<file path="src/rtl/fsr_pkg.sv">
package fsr_pkg;

    localparam int unsigned FSR_W = 8;

    typedef enum logic {
        FB_TWIST = 1'b0,
        FB_XNOR  = 1'b1
    } fb_mode_e;

    typedef struct packed {
        logic step;
        logic wipe;
        logic capture;
    } fsr_ctl_t;

    function automatic logic feed_bit(
        input fb_mode_e m,
        input logic     tail,
        input logic     tap_lo,
        input logic     tap_hi
    );
        logic r;
        if (m == FB_TWIST) r = ~tail;
        else               r = ~(tap_lo ^ tap_hi);
        return r;
    endfunction

endpackage

</file>
<file path="src/rtl/fsr_feedback.sv">
module fsr_feedback
    import fsr_pkg::*;
#(
    parameter int unsigned W      = FSR_W,
    parameter int unsigned TAP_LO = 0,
    parameter int unsigned TAP_HI = 6
) (
    input  fb_mode_e       mode,
    input  logic [W-1:0]   st,
    output logic           ser
);
    localparam int unsigned LAST = W - 1;

    always_comb begin
        ser = feed_bit(mode, st[LAST], st[TAP_LO], st[TAP_HI]);
    end
endmodule

</file>
<file path="src/rtl/fsr_chain.sv">
module fsr_chain #(
    parameter int unsigned W = fsr_pkg::FSR_W
) (
    input  logic         clk,
    input  logic         rst,
    input  logic         step,
    input  logic         wipe,
    input  logic         ser,
    output logic [W-1:0] st
);
    logic [W-1:0] src;

    assign src = {st[W-2:0], ser};

    for (genvar i = 0; i < W; i++) begin : g_stage
        always_ff @(posedge clk) begin
            if (rst || wipe) st[i] <= 1'b0;
            else if (step)   st[i] <= src[i];
        end
    end

    // wipe has priority over step
    a_r8_wipe_wins: assert property (@(posedge clk) disable iff (rst)
        wipe |=> (st == '0));

    // no step, no wipe, no change
    a_r10_hold: assert property (@(posedge clk) disable iff (rst)
        (!step && !wipe) |=> $stable(st));
endmodule

</file>
<file path="src/rtl/fsr_outreg.sv">
module fsr_outreg #(
    parameter int unsigned W = fsr_pkg::FSR_W
) (
    input  logic         clk,
    input  logic         rst,
    input  logic         capture,
    input  logic [W-1:0] st,
    output logic [W-1:0] q
);
    always_ff @(posedge clk) begin
        if (rst)          q <= '0;
        else if (capture) q <= st;
    end

    // output only moves on a capture
    a_r7_out_hold: assert property (@(posedge clk) disable iff (rst)
        !capture |=> $stable(q));

    // capture takes the chain as it stood before this edge
    a_r9_pre_shift: assert property (@(posedge clk) disable iff (rst)
        capture |=> (q == $past(st)));
endmodule

</file>
<file path="src/rtl/fbsr_latch.sv">
module fbsr_latch
    import fsr_pkg::*;
#(
    parameter int unsigned W      = FSR_W,
    parameter int unsigned TAP_LO = 0,
    parameter int unsigned TAP_HI = 6
) (
    input  logic         clk,
    input  logic         rst,
    input  logic         fb_mode,
    input  logic         step,
    input  logic         wipe_n,
    input  logic         capture,
    output logic [W-1:0] dout
);
    localparam int unsigned LAST = W - 1;

    fsr_ctl_t     ctl;
    fb_mode_e     mode;
    logic [W-1:0] chain;
    logic         ser;

    assign ctl  = '{step: step, wipe: ~wipe_n, capture: capture};
    assign mode = fb_mode_e'(fb_mode);

    fsr_feedback #(.W(W), .TAP_LO(TAP_LO), .TAP_HI(TAP_HI)) u_fb (
        .mode (mode),
        .st   (chain),
        .ser  (ser)
    );

    fsr_chain #(.W(W)) u_chain (
        .clk  (clk),
        .rst  (rst),
        .step (ctl.step),
        .wipe (ctl.wipe),
        .ser  (ser),
        .st   (chain)
    );

    fsr_outreg #(.W(W)) u_out (
        .clk     (clk),
        .rst     (rst),
        .capture (ctl.capture),
        .st      (chain),
        .q       (dout)
    );

    // reset clears both registers
    a_r1_reset: assert property (@(posedge clk)
        rst |=> (chain == '0 && dout == '0));

    // twisted-ring feedback enters stage a
    a_r2_twist_feed: assert property (@(posedge clk) disable iff (rst)
        (ctl.step && !ctl.wipe && mode == FB_TWIST) |=> (chain[0] == !$past(chain[LAST])));

    // stage h echoes the previous stage g in XNOR mode
    a_r5_h_echo: assert property (@(posedge clk) disable iff (rst)
        (ctl.step && !ctl.wipe && mode == FB_XNOR) |=> (chain[LAST] == $past(chain[TAP_HI])));

    // all-ones lockup in XNOR mode
    a_r11_lockup: assert property (@(posedge clk) disable iff (rst)
        (ctl.step && !ctl.wipe && mode == FB_XNOR && chain[TAP_HI:0] == '1) |=> (chain[TAP_HI:0] == '1));
endmodule

</file>
<file path="config.mk">
export PLATFORM = sky130hd
export DESIGN_NAME = fbsr_latch
export DESIGN_NICKNAME = d
export VERILOG_FILES = /design/src/rtl/fsr_pkg.sv /design/src/rtl/fsr_feedback.sv /design/src/rtl/fsr_chain.sv /design/src/rtl/fsr_outreg.sv /design/src/rtl/fbsr_latch.sv
export SDC_FILE = /design/constraint.sdc
export NUM_CORES = 1
export LEC_CHECK = 0
export BUFFER_PORTS_ARGS = -buffer_cell sky130_fd_sc_hd__buf_2
export CORE_AREA = 8 8 45 47
export CTS_CLUSTER_DIAMETER = 60
export DETAILED_ROUTE_END_ITERATION = 7
export DIE_AREA = 0 0 53 55
export PLACE_DENSITY = 0.74
export SLEW_MARGIN = 20
export SYNTH_ARGS = -nofsm -noshare
export SYNTH_HDL_FRONTEND = slang
export SYNTH_SLANG_ARGS = --single-unit
</file>
<file path="constraint.sdc">
create_clock -name clk -period 2.4 [get_ports clk]
set_input_delay 0.24 -clock clk [delete_from_list [all_inputs] [get_ports clk]]
set_output_delay 0.24 -clock clk [all_outputs]
set_load 0.01 [all_outputs]
</file>
==> out/results.ini, run 1 <==
[run_status]
run_status = finished clean

[clock_network]
post-cts-setup-buffers = 0
cts_tree = yes
cts_hold_buf = 0
cts.sinks = 16
cts_buffers = 3
clkTransAtPathRegs_ns = 0.09
h-tree-depth = 1
clock_latency_ns = 0.29
cts_buffer_depth = 2
cts_resized = 0
cts-root-buf = clkbuf_4

[grt]
grt_pass1_vias = 451
track_usage_pct = 9.066
grt_max_degree = 10
antenna_found_initial = 0
grt_pass1_wl_um = 1890
overflow = 0

[floorplanning]
core_area_um2 = 1384
dieHeight_um = 55
fp.dieArea_um2 = 2915
floorplan.initialDensity_pct = 44.85
std_cell_rows = 14
pin_count = 14
die_w_um = 53

[routing]
drcViolationCount = 0
antenna_left = 0
dr_total_vias = 412
routed_wl_um = 1123
wl_per_cell_um = 13.21
dr.pass1.iters = 3
post_drt_via_cell_ratio = 4.847
drtIter0Drc = 7

[synth]
synth_cell_types = 11
syn-num-nets = 63
syn-cell-area_um2 = 620.6
synth_warnings = 0
ys_ff_latch = 16
syn_inst = 57
synth_area_per_cell_um2 = 10.89
synth_top_area_share_pct = 51.61
synth_top_cell_by_area = dfxtp_1
synth_area_leaders = dfxtp_1, mux2i_1, nor2_1
ys_seq_area_share_pct = 51.61

[setup_path]
cp_top_family = flip-flops
crit_type = reg -> out
path_depth = 1
r2r_cells = 3
slowest_stage = dfxtp_1
cp_num_buf_inv = 1
slowest_delay_ns = 0.34
start_kind = flop
path_max_fanout = 2
critPathArrivalTime_ns = 0.76
end_kind = primary output
path_cells = buf_2
worstPathRequired_ns = 2.16

[final_layout]
drive_gt1_share_pct = 26.09
final_util_pct = 49.64
nets = 77
fin_area_um2 = 686.9
num-fill-cells = 130
mostFrequentLayoutCells = nor2_1, dfxtp_1, mux2i_1
syn_to_final_growth_pct = 10.69
antenna_cells = 0

[placement]
dp_hpwl_um = 779.8
gp_congestion = 0.7129
placed_area_um2 = 664.4
portBuffers = 13

[sta]
hold_viol_final = 0
relSlewSlack_pct = 83.25
fin_worst_skew_ns = 0.006589
post-route-min-period_ns = 1.004
fmax_mhz = 995.6
post-route-period-util_pct = 41.85
worst_pin_slew_ns = 0.2512
rsz0062_at_grt = no
setup-tns-final_ns = 0
finalMaxSlewViolations = 0
setup_viol = 0

[min_path]
min_path_cells = 2
hold_path_class = in -> reg

[pwr]
power.leakage_nw = 0.3332
ir_worst_vdd_v = 0.0003114
power_density_nw_per_um2 = 632.0

[flow_run]
drv_cap = 0

==> final timing paths <==
| kind | to | slack (ns) | startpoint |
|---|---|---|---|
| max | dout[6] | 1.40 | u_out.q[6] |
| min | u_out.q[5] | 0.24 | rst |
| max reg2reg | u_chain.st[0] | 1.55 | u_chain.st[6] |
| min reg2reg | u_out.q[5] | 0.50 | u_out.q[5] |
==> area by class of cell <==
| class | instances | area [µm²] | share of cell area, % |
|---|---|---|---|
| multi-input combinational | 37 | 259.0 | 37.70 |
| clock buffer | 3 | 22.52 | 3.279 |
| timing repair buffer | 13 | 65.06 | 9.472 |
| tap | 16 | 20.02 | 2.914 |
| sequential | 16 | 320.3 | 46.63 |
==> flip-flops by register name (all words and copies together) (netlist names) <==
name and cells:
u_out.q 8, u_chain.st 8
==> logic make-up (layout without fill, tap and decap cells) <==
kind of cell / count (synthesis) / count (layout) / synth area share, %
buffers and inverters: 4 / 16 / 6.653
flip-flops: 16 / 16 / 51.61
AO/OA/AOI/OAI: 3 / 3 / 3.830
AND/OR/NAND/NOR: 19 / 19 / 13.71
multiplexers: 15 / 15 / 24.19
==> report_power, final <==
part	leakage [nW]	switching (mW)	internal, mW	total (mW)
clock network	0.0138	0.0812	0.0584	0.140
registers	0.129	0.00111	0.267	0.268
logic	0.190	0.0148	0.0120	0.0268
total	0.333	0.0971	0.337	0.434
==> synthesized netlist by cell type <==
library cell and number:
a21oi_2 1, a21bo_1 1, nor3b_1 1, nand2b_4 1, mux2i_1 15, nand2_1 1, buf_6 3, buf_4 1
nor2_1 16, o21ai_0 1, dfxtp_1 16
==> layer usage <==
metal	vias up	part of all wire, %	track usage (%)
met5	-	0	0
met4	0	5.3	11.64
met3	5	4.1	1.070
met2	9	47	14.65
met1	188	43	9.105
li1	210	-	-
==> stage by stage <==
step           hold WS (ns)  std cells  total power, mW  setup slack, ns
2_1_floorplan        0.4272         57           0.2986            1.609
3_5_place_dp         0.4792         82           0.3006            1.457
6_report             0.2377         85           0.4341            1.396
4_1_cts              0.2361         85           0.4370            1.383
3_3_place_gp         0.4694         82           0.3001            1.482
5_1_grt              0.2446         85           0.4479            1.343
Note: power is estimated with default switching activity, not from simulation.
==> run 2, diff against run 1 <==
- ABC_AREA: unset -> 1
- CORE_AREA: 8 8 45 47 -> unset
- CORE_MARGIN: unset -> 8
- CORE_UTILIZATION: unset -> 43
- DIE_AREA: 0 0 53 55 -> unset
- PLACE_DENSITY: 0.74 -> 0.73
- clock period: 2.4 -> 0.86 ns (I/O delays scaled with it)
==> run 2 against run 1 <==
Against the previous run:
- global-route usage grew 0.61 points
- count of clock-buffer cells in the layout grew 1
- flip-flop and latch count is the same
- critical endpoint is now dout[5]
==> out/results.ini, run 2 <==
[clock_network]
cts_buffers = 3  ; unchanged
h-tree-depth = 1  ; unchanged
cts_hold_buf = 0  ; unchanged
post-cts-setup-buffers = 0  ; unchanged
cts.sinks = 16  ; unchanged
clkTransAtPathRegs_ns = 0.10  ; about the same
cts_buffer_depth = 2  ; unchanged
cts-root-buf = clkbuf_4
cts_tree = yes
clock_latency_ns = 0.28  ; about the same

[synth]
synth_warnings = 0  ; unchanged
synthFlopType = dfxtp_1
yosys.cell_count.top_type = dfxtp_1
synth_top_area_share_pct = 54.47  ; +2.9 points
ys_ff_latch = 16  ; unchanged
ys_seq_area_share_pct = 54.47  ; +2.9 points
synth_cell_types = 14  ; +3
syn-cell-area_um2 = 588.1  ; -5.2%
syn_inst = 72  ; +26%
synth_top_cells_by_count = dfxtp_1, a21oi_1, nor2_1, o21ai_0
syn-num-nets = 78  ; +24%
synth_area_per_cell_um2 = 8.168  ; -25%
synth_edf_count = 0  ; unchanged
synth_area_leaders = dfxtp_1, a21oi_1, nor2_1
async_reset_ff_share_pct = 0  ; unchanged
synth_top_cell_by_area = dfxtp_1

[sta]
fin_ws_ns = 0.03233  ; -1.363 ns
post-route-period-util_pct = 96.24
fmax_mhz = 1208
fin_hold_ws_ns = 0.06387  ; -0.1738 ns
hold_viol_final = 0  ; unchanged
rsz0062_at_grt = no
fin_worst_skew_ns = 0.003779  ; -0.002810 ns
relSlewSlack_pct = 86.66  ; +3.4 points
setup_viol = 0  ; unchanged
setup-tns-final_ns = 0  ; unchanged
worst_pin_slew_ns = 0.1999  ; -0.05136 ns
finalMaxSlewViolations = 0  ; unchanged
post-route-min-period_ns = 0.8277

[final_layout]
antenna_cells = 0  ; unchanged
multi_input_area_um2 = 217.7  ; -16%
num-fill-cells = 132  ; +1.5%
drive_gt1_share_pct = 37.50  ; +11 points
layout.cells.non_filler = 103  ; +21%
mostFrequentLayoutCells = a21oi_1, nor2_1, buf_2
top_regs = u_chain.st (8), u_out.q (8)
syn_to_final_growth_pct = 22.34
regArea_um2 = 330.3  ; +3.1%
nets = 95  ; +23%

[setup_path]
worstPathRequired_ns = 0.77  ; -1.39 ns
critPathArrivalTime_ns = 0.74  ; -0.02 ns
end_kind = primary output
crit_type = reg -> out
cp_top_family = flip-flops
slowest_stage = dfxtp_2
cp_num_buf_inv = 1  ; unchanged
start_kind = flop
path_cells = buf_2
path_max_fanout = 2  ; unchanged
slowest_delay_ns = 0.33  ; about the same

[routing]
post_drt_via_cell_ratio = 4.835  ; -0.25%
wl_per_cell_um = 11.40  ; -14%
routed_wl_um = 1174  ; +4.5%
drcViolationCount = 0  ; unchanged
dr.pass1.iters = 3  ; unchanged
dr_total_vias = 498  ; +21%
antenna_left = 0  ; unchanged
drtIter0Drc = 6  ; -1

[floorplanning]
std_cell_rows = 13  ; -1
floorplan.initialDensity_pct = 45.76  ; +0.92 points
fp.dieArea_um2 = 2807  ; -3.7%
core_area_um2 = 1285  ; -7.1%
dieHeight_um = 52.98  ; -3.7%
pin_count = 14  ; unchanged
die_w_um = 52.98  ; about the same

[grt]
use_met1_pct = 11.46  ; +2.4 points
antenna_found_initial = 0  ; unchanged
overflow = 0  ; unchanged
grt_max_degree = 13  ; +3
grt.busiest_layer = met2
grt_pass1_vias = 497  ; +10%
grt_pass1_wl_um = 2056  ; +8.8%
met2_usage_pct = 14.26  ; -0.39 points
track_usage_pct = 9.679  ; +0.61 points
grt_use_met3_pct = 3.361  ; +2.3 points

[placement]
place_ws_ns = 0.05435  ; -1.403 ns
dp_hpwl_um = 864.2  ; +11%
portBuffers = 13  ; unchanged
gp_congestion = 0.7548  ; +5.9%
place_inst = 99  ; +21%

[pwr]
power_density_nw_per_um2 = 1984  ; +210%
power_mw = 1.427  ; +230%
ir_worst_vdd_v = 0.0009143  ; +190%
power.leakage_nw = 0.3216  ; -3.5%

[flow_run]
drv_cap = 0  ; unchanged

[run_status]
run_status = finished clean

[min_path]
hold_path_class = in -> reg

==> run 2: changes by cell type after synthesis, moves of 2 or more <==
| cell | previous run | this run |
|---|---|---|
| nor2_1 | 16 | 11 |
| o21ai_1 | 0 | 5 |
| inv_1 | 0 | 6 |
| nand2_1 | 1 | 6 |
| o21ai_0 | 1 | 8 |
| mux2i_1 | 15 | 0 |
| nand2_2 | 0 | 3 |
| buf_6 | 3 | 1 |
| a21oi_1 | 0 | 11 |
==> run 2: layout make-up <==
class	instances	area share [%]
inverters	8	4.348
well taps	15	2.609
flip-flops and latches	16	45.91
repair buffers	14	11.83
clock buffers	4	5.043
multi-input cells	46	30.26
==> run 2: metal layers <==
layer / part of all wire, % / vias to the layer above
met5: 0 / -
met4: 1.8 / 0
met3: 7.4 / 4
met2: 41 / 13
met1: 49 / 214
li1: - / 267
==> run 2: stage by stage <==
step | utilization, % | cell area [µm²]
after floorplan | - | 588.1
after global routing | 55.99 | 719.4
final | 55.99 | 719.4
after global placement | 51.41 | 660.6
after CTS | 54.24 | 696.9
after detailed placement | 51.41 | 660.6
==> run 2: power breakdown <==
| group | leakage (nW) | total [mW] | switching (mW) | internal, mW |
|---|---|---|---|---|
| clock network | 0.0210 | 0.492 | 0.234 | 0.257 |
| registers | 0.134 | 0.793 | 0.0165 | 0.776 |
| logic | 0.167 | 0.143 | 0.0843 | 0.0589 |
==> run 2: worst paths after layout <==
| path | start | end | slack [ns] | cells after the start |
|---|---|---|---|---|
| min | wipe_n | u_chain.st[2] | 0.06 | 3 |
| max reg2reg | u_chain.st[6] | u_chain.st[0] | 0.10 | 4 |
| min reg2reg | u_chain.st[3] | u_out.q[3] | 0.48 | 2 |
| max | u_out.q[5] | dout[5] | 0.03 | 1 |
==> run 2: kinds of logic (layout without fill, tap and decap cells) <==
group	Yosys count	after routing	synth area share, %
flip-flops	16	16	54.47
AO/OA/AOI/OAI	24	24	20.42
AND/OR/NAND/NOR	22	22	16.60
buffers and inverters	10	26	8.509
==> run 2: what timing repair did <==
action,CTS,global route
setup endpoints to repair,0,9
gates resized for setup,0,11
endpoints found under the hold margin,0,0
==> run 3, diff against run 2 <==
- CORE_AREA: unset -> 8 8 45 47
- CORE_MARGIN: 8 -> unset
- CORE_UTILIZATION: 43 -> unset
- DIE_AREA: unset -> 0 0 53 55
- PLACE_DENSITY: 0.73 -> 0.72
- clock period: 0.86 -> 0.8 ns (I/O delays scaled with it)
==> run 3 against run 2 <==
Against the previous run:
- the run now ends with negative setup slack left
- largest cell class unchanged
- total power up 9.0%
- die area up 3.9%
- flip-flop and latch count did not move
- critical path depth stayed put
- critical path type unchanged
- highest routed layer unchanged
==> out/results.ini, run 3 (synthesis gave the netlist of run 2 again) <==
[sta]
relSlewSlack_pct = 86.23  ; -0.43 points
setup_viol = 8  ; +8
finalMaxSlewViolations = 0  ; unchanged
worst_pin_slew_ns = 0.2064  ; +0.006505 ns
fin_worst_skew_ns = 0.001706  ; -0.002073 ns
fmax_mhz = 1234
post-route-min-period_ns = 0.8106
rsz0062_at_grt = yes
hold_viol_final = 0  ; unchanged
fin_ws_ns = -0.01061  ; -0.04294 ns
post-route-period-util_pct = 101.3

[final_layout]
drive_gt1_share_pct = 38.20  ; +0.70 points
fin_area_um2 = 765.7  ; +6.4%
syn_to_final_growth_pct = 30.21
nets = 96  ; +1.1%
mostFrequentLayoutCells = a21oi_1, nor2_1
antenna_cells = 0  ; unchanged
layout.cells.non_filler = 105  ; +1.9%
num-fill-cells = 130  ; -1.5%
top_regs = u_chain.st (8), u_out.q (8)

[routing]
wl_per_cell_um = 11.54  ; +1.3%
dr.pass1.iters = 4  ; +1
wl_met3_um = 95  ; +9.2%
drcViolationCount = 0  ; unchanged
wl_met2_um = 546  ; +12%
dr_total_vias = 518  ; +4.0%
routed_wl_um = 1212  ; +3.2%
drtIter0Drc = 5  ; -1
post_drt_via_cell_ratio = 4.933  ; +2.0%
top_layer_used = met4
drt-met1-wl_um = 557  ; -3.6%
antenna_left = 0  ; unchanged

[run_status]
violations = negative setup slack
run_status = finished, violations left

[setup_path]
path_cells = buf_6
critPathArrivalTime_ns = 0.73  ; about the same
cp_num_buf_inv = 1  ; unchanged
start_kind = flop
worstPathRequired_ns = 0.72  ; -0.05 ns
cp_top_family = flip-flops
slowest_stage = dfxtp_2
slowest_delay_ns = 0.34  ; about the same
path_max_fanout = 2  ; unchanged
end_kind = primary output
crit_type = reg -> out

[floorplanning]
floorplan.initialDensity_pct = 42.50  ; -3.3 points
dieHeight_um = 55  ; +3.8%
die_w_um = 53  ; about the same
fp.dieArea_um2 = 2915  ; +3.9%
std_cell_rows = 14  ; +1
core_area_um2 = 1384  ; +7.7%
pin_count = 14  ; unchanged

[grt]
track_usage_pct = 9.401  ; -0.28 points
overflow = 0  ; unchanged
grt_pass1_vias = 482  ; -3.0%
grt_pass1_wl_um = 1952  ; -5.1%
antenna_found_initial = 0  ; unchanged
grt_max_degree = 13  ; unchanged

[clock_network]
clkTransAtPathRegs_ns = 0.09  ; about the same
cts.sinks = 16  ; unchanged
cts_buffer_depth = 2  ; unchanged
cts_buffers = 3  ; unchanged
cts_tree = yes
cts_hold_buf = 0  ; unchanged
clock_latency_ns = 0.28  ; about the same
h-tree-depth = 1  ; unchanged
cts-root-buf = clkbuf_4

[flow_run]
drv_cap = 0  ; unchanged

[placement]
portBuffers = 13  ; unchanged
place_inst = 100  ; +1.0%
dp_hpwl_um = 845.5  ; -2.2%
placed_area_um2 = 661.9  ; +0.19%
gp_congestion = 0.7626  ; +1.0%

[pwr]
power.leakage_nw = 0.3320  ; +3.2%
power_density_nw_per_um2 = 2031  ; +2.4%
ir_worst_vdd_v = 0.0008586  ; -6.1%

[min_path]
hold_path_class = in -> reg

## run 3: layer usage
metal  track usage (%)  vias up
li1                  -      270
met1             10.20      231
met2             13.67       15
met3             5.348        2
met4             6.466        0
met5                 0        -
## run 3: through the flow
| step | setup slack, ns | hold WS (ns) | total power, mW | TNS [ns] | utilization, % |
|---|---|---|---|---|---|
| after detailed placement | -0.01066 | 0.3605 | 1.013 | -0.01066 | 47.83 |
| after global routing | -0.05795 | 0.03670 | 1.650 | -0.4322 | 55.33 |
| after global placement | 0.05028 | 0.3575 | 1.010 | 0 | 47.83 |
| final | -0.01061 | 0.06059 | 1.555 | -0.03972 | 55.33 |
| after CTS | -0.01774 | 0.05079 | 1.572 | -0.1298 | 54.79 |
| after floorplan | 0.07113 | 0.2382 | 0.9628 | 0 | - |
## run 3: worst paths after layout
kind                 start       endpoint  slack [ns]  cells past startpoint
min                 wipe_n  u_chain.st[5]        0.06                      3
max reg2reg  u_chain.st[6]  u_chain.st[0]        0.02                      4
max             u_out.q[1]        dout[1]       -0.01                      1
min reg2reg  u_chain.st[3]     u_out.q[3]        0.48                      2
## run 3: where the power goes
part | switching (mW) | total (mW) | internal, mW
registers | 0.0214 | 0.856 | 0.835
clock network | 0.247 | 0.524 | 0.277
logic | 0.0926 | 0.175 | 0.0825
## run 3: tightest hold or removal path, cell delays in order
cell     delay (ns)
buf_2          0.10
nand2_2        0.08
a21oi_1        0.04
## run 3: repair_timing
action / CTS / global route
setup buffers: 0 / 1
endpoints found under the setup margin: 9 / 9
resized for setup: 17 / 0
endpoints found under the hold margin: 0 / 0
## run 3: cell type report
cell class              instances  area, µm²  area share (%)
inverters                       8      31.28           4.085
multi-input cells              46      217.7           28.43
flip-flops and latches         16      330.3           43.14
well taps                      16      20.02           2.614
clock buffers                   4      36.28           4.739
repair buffers                 15      130.1           16.99
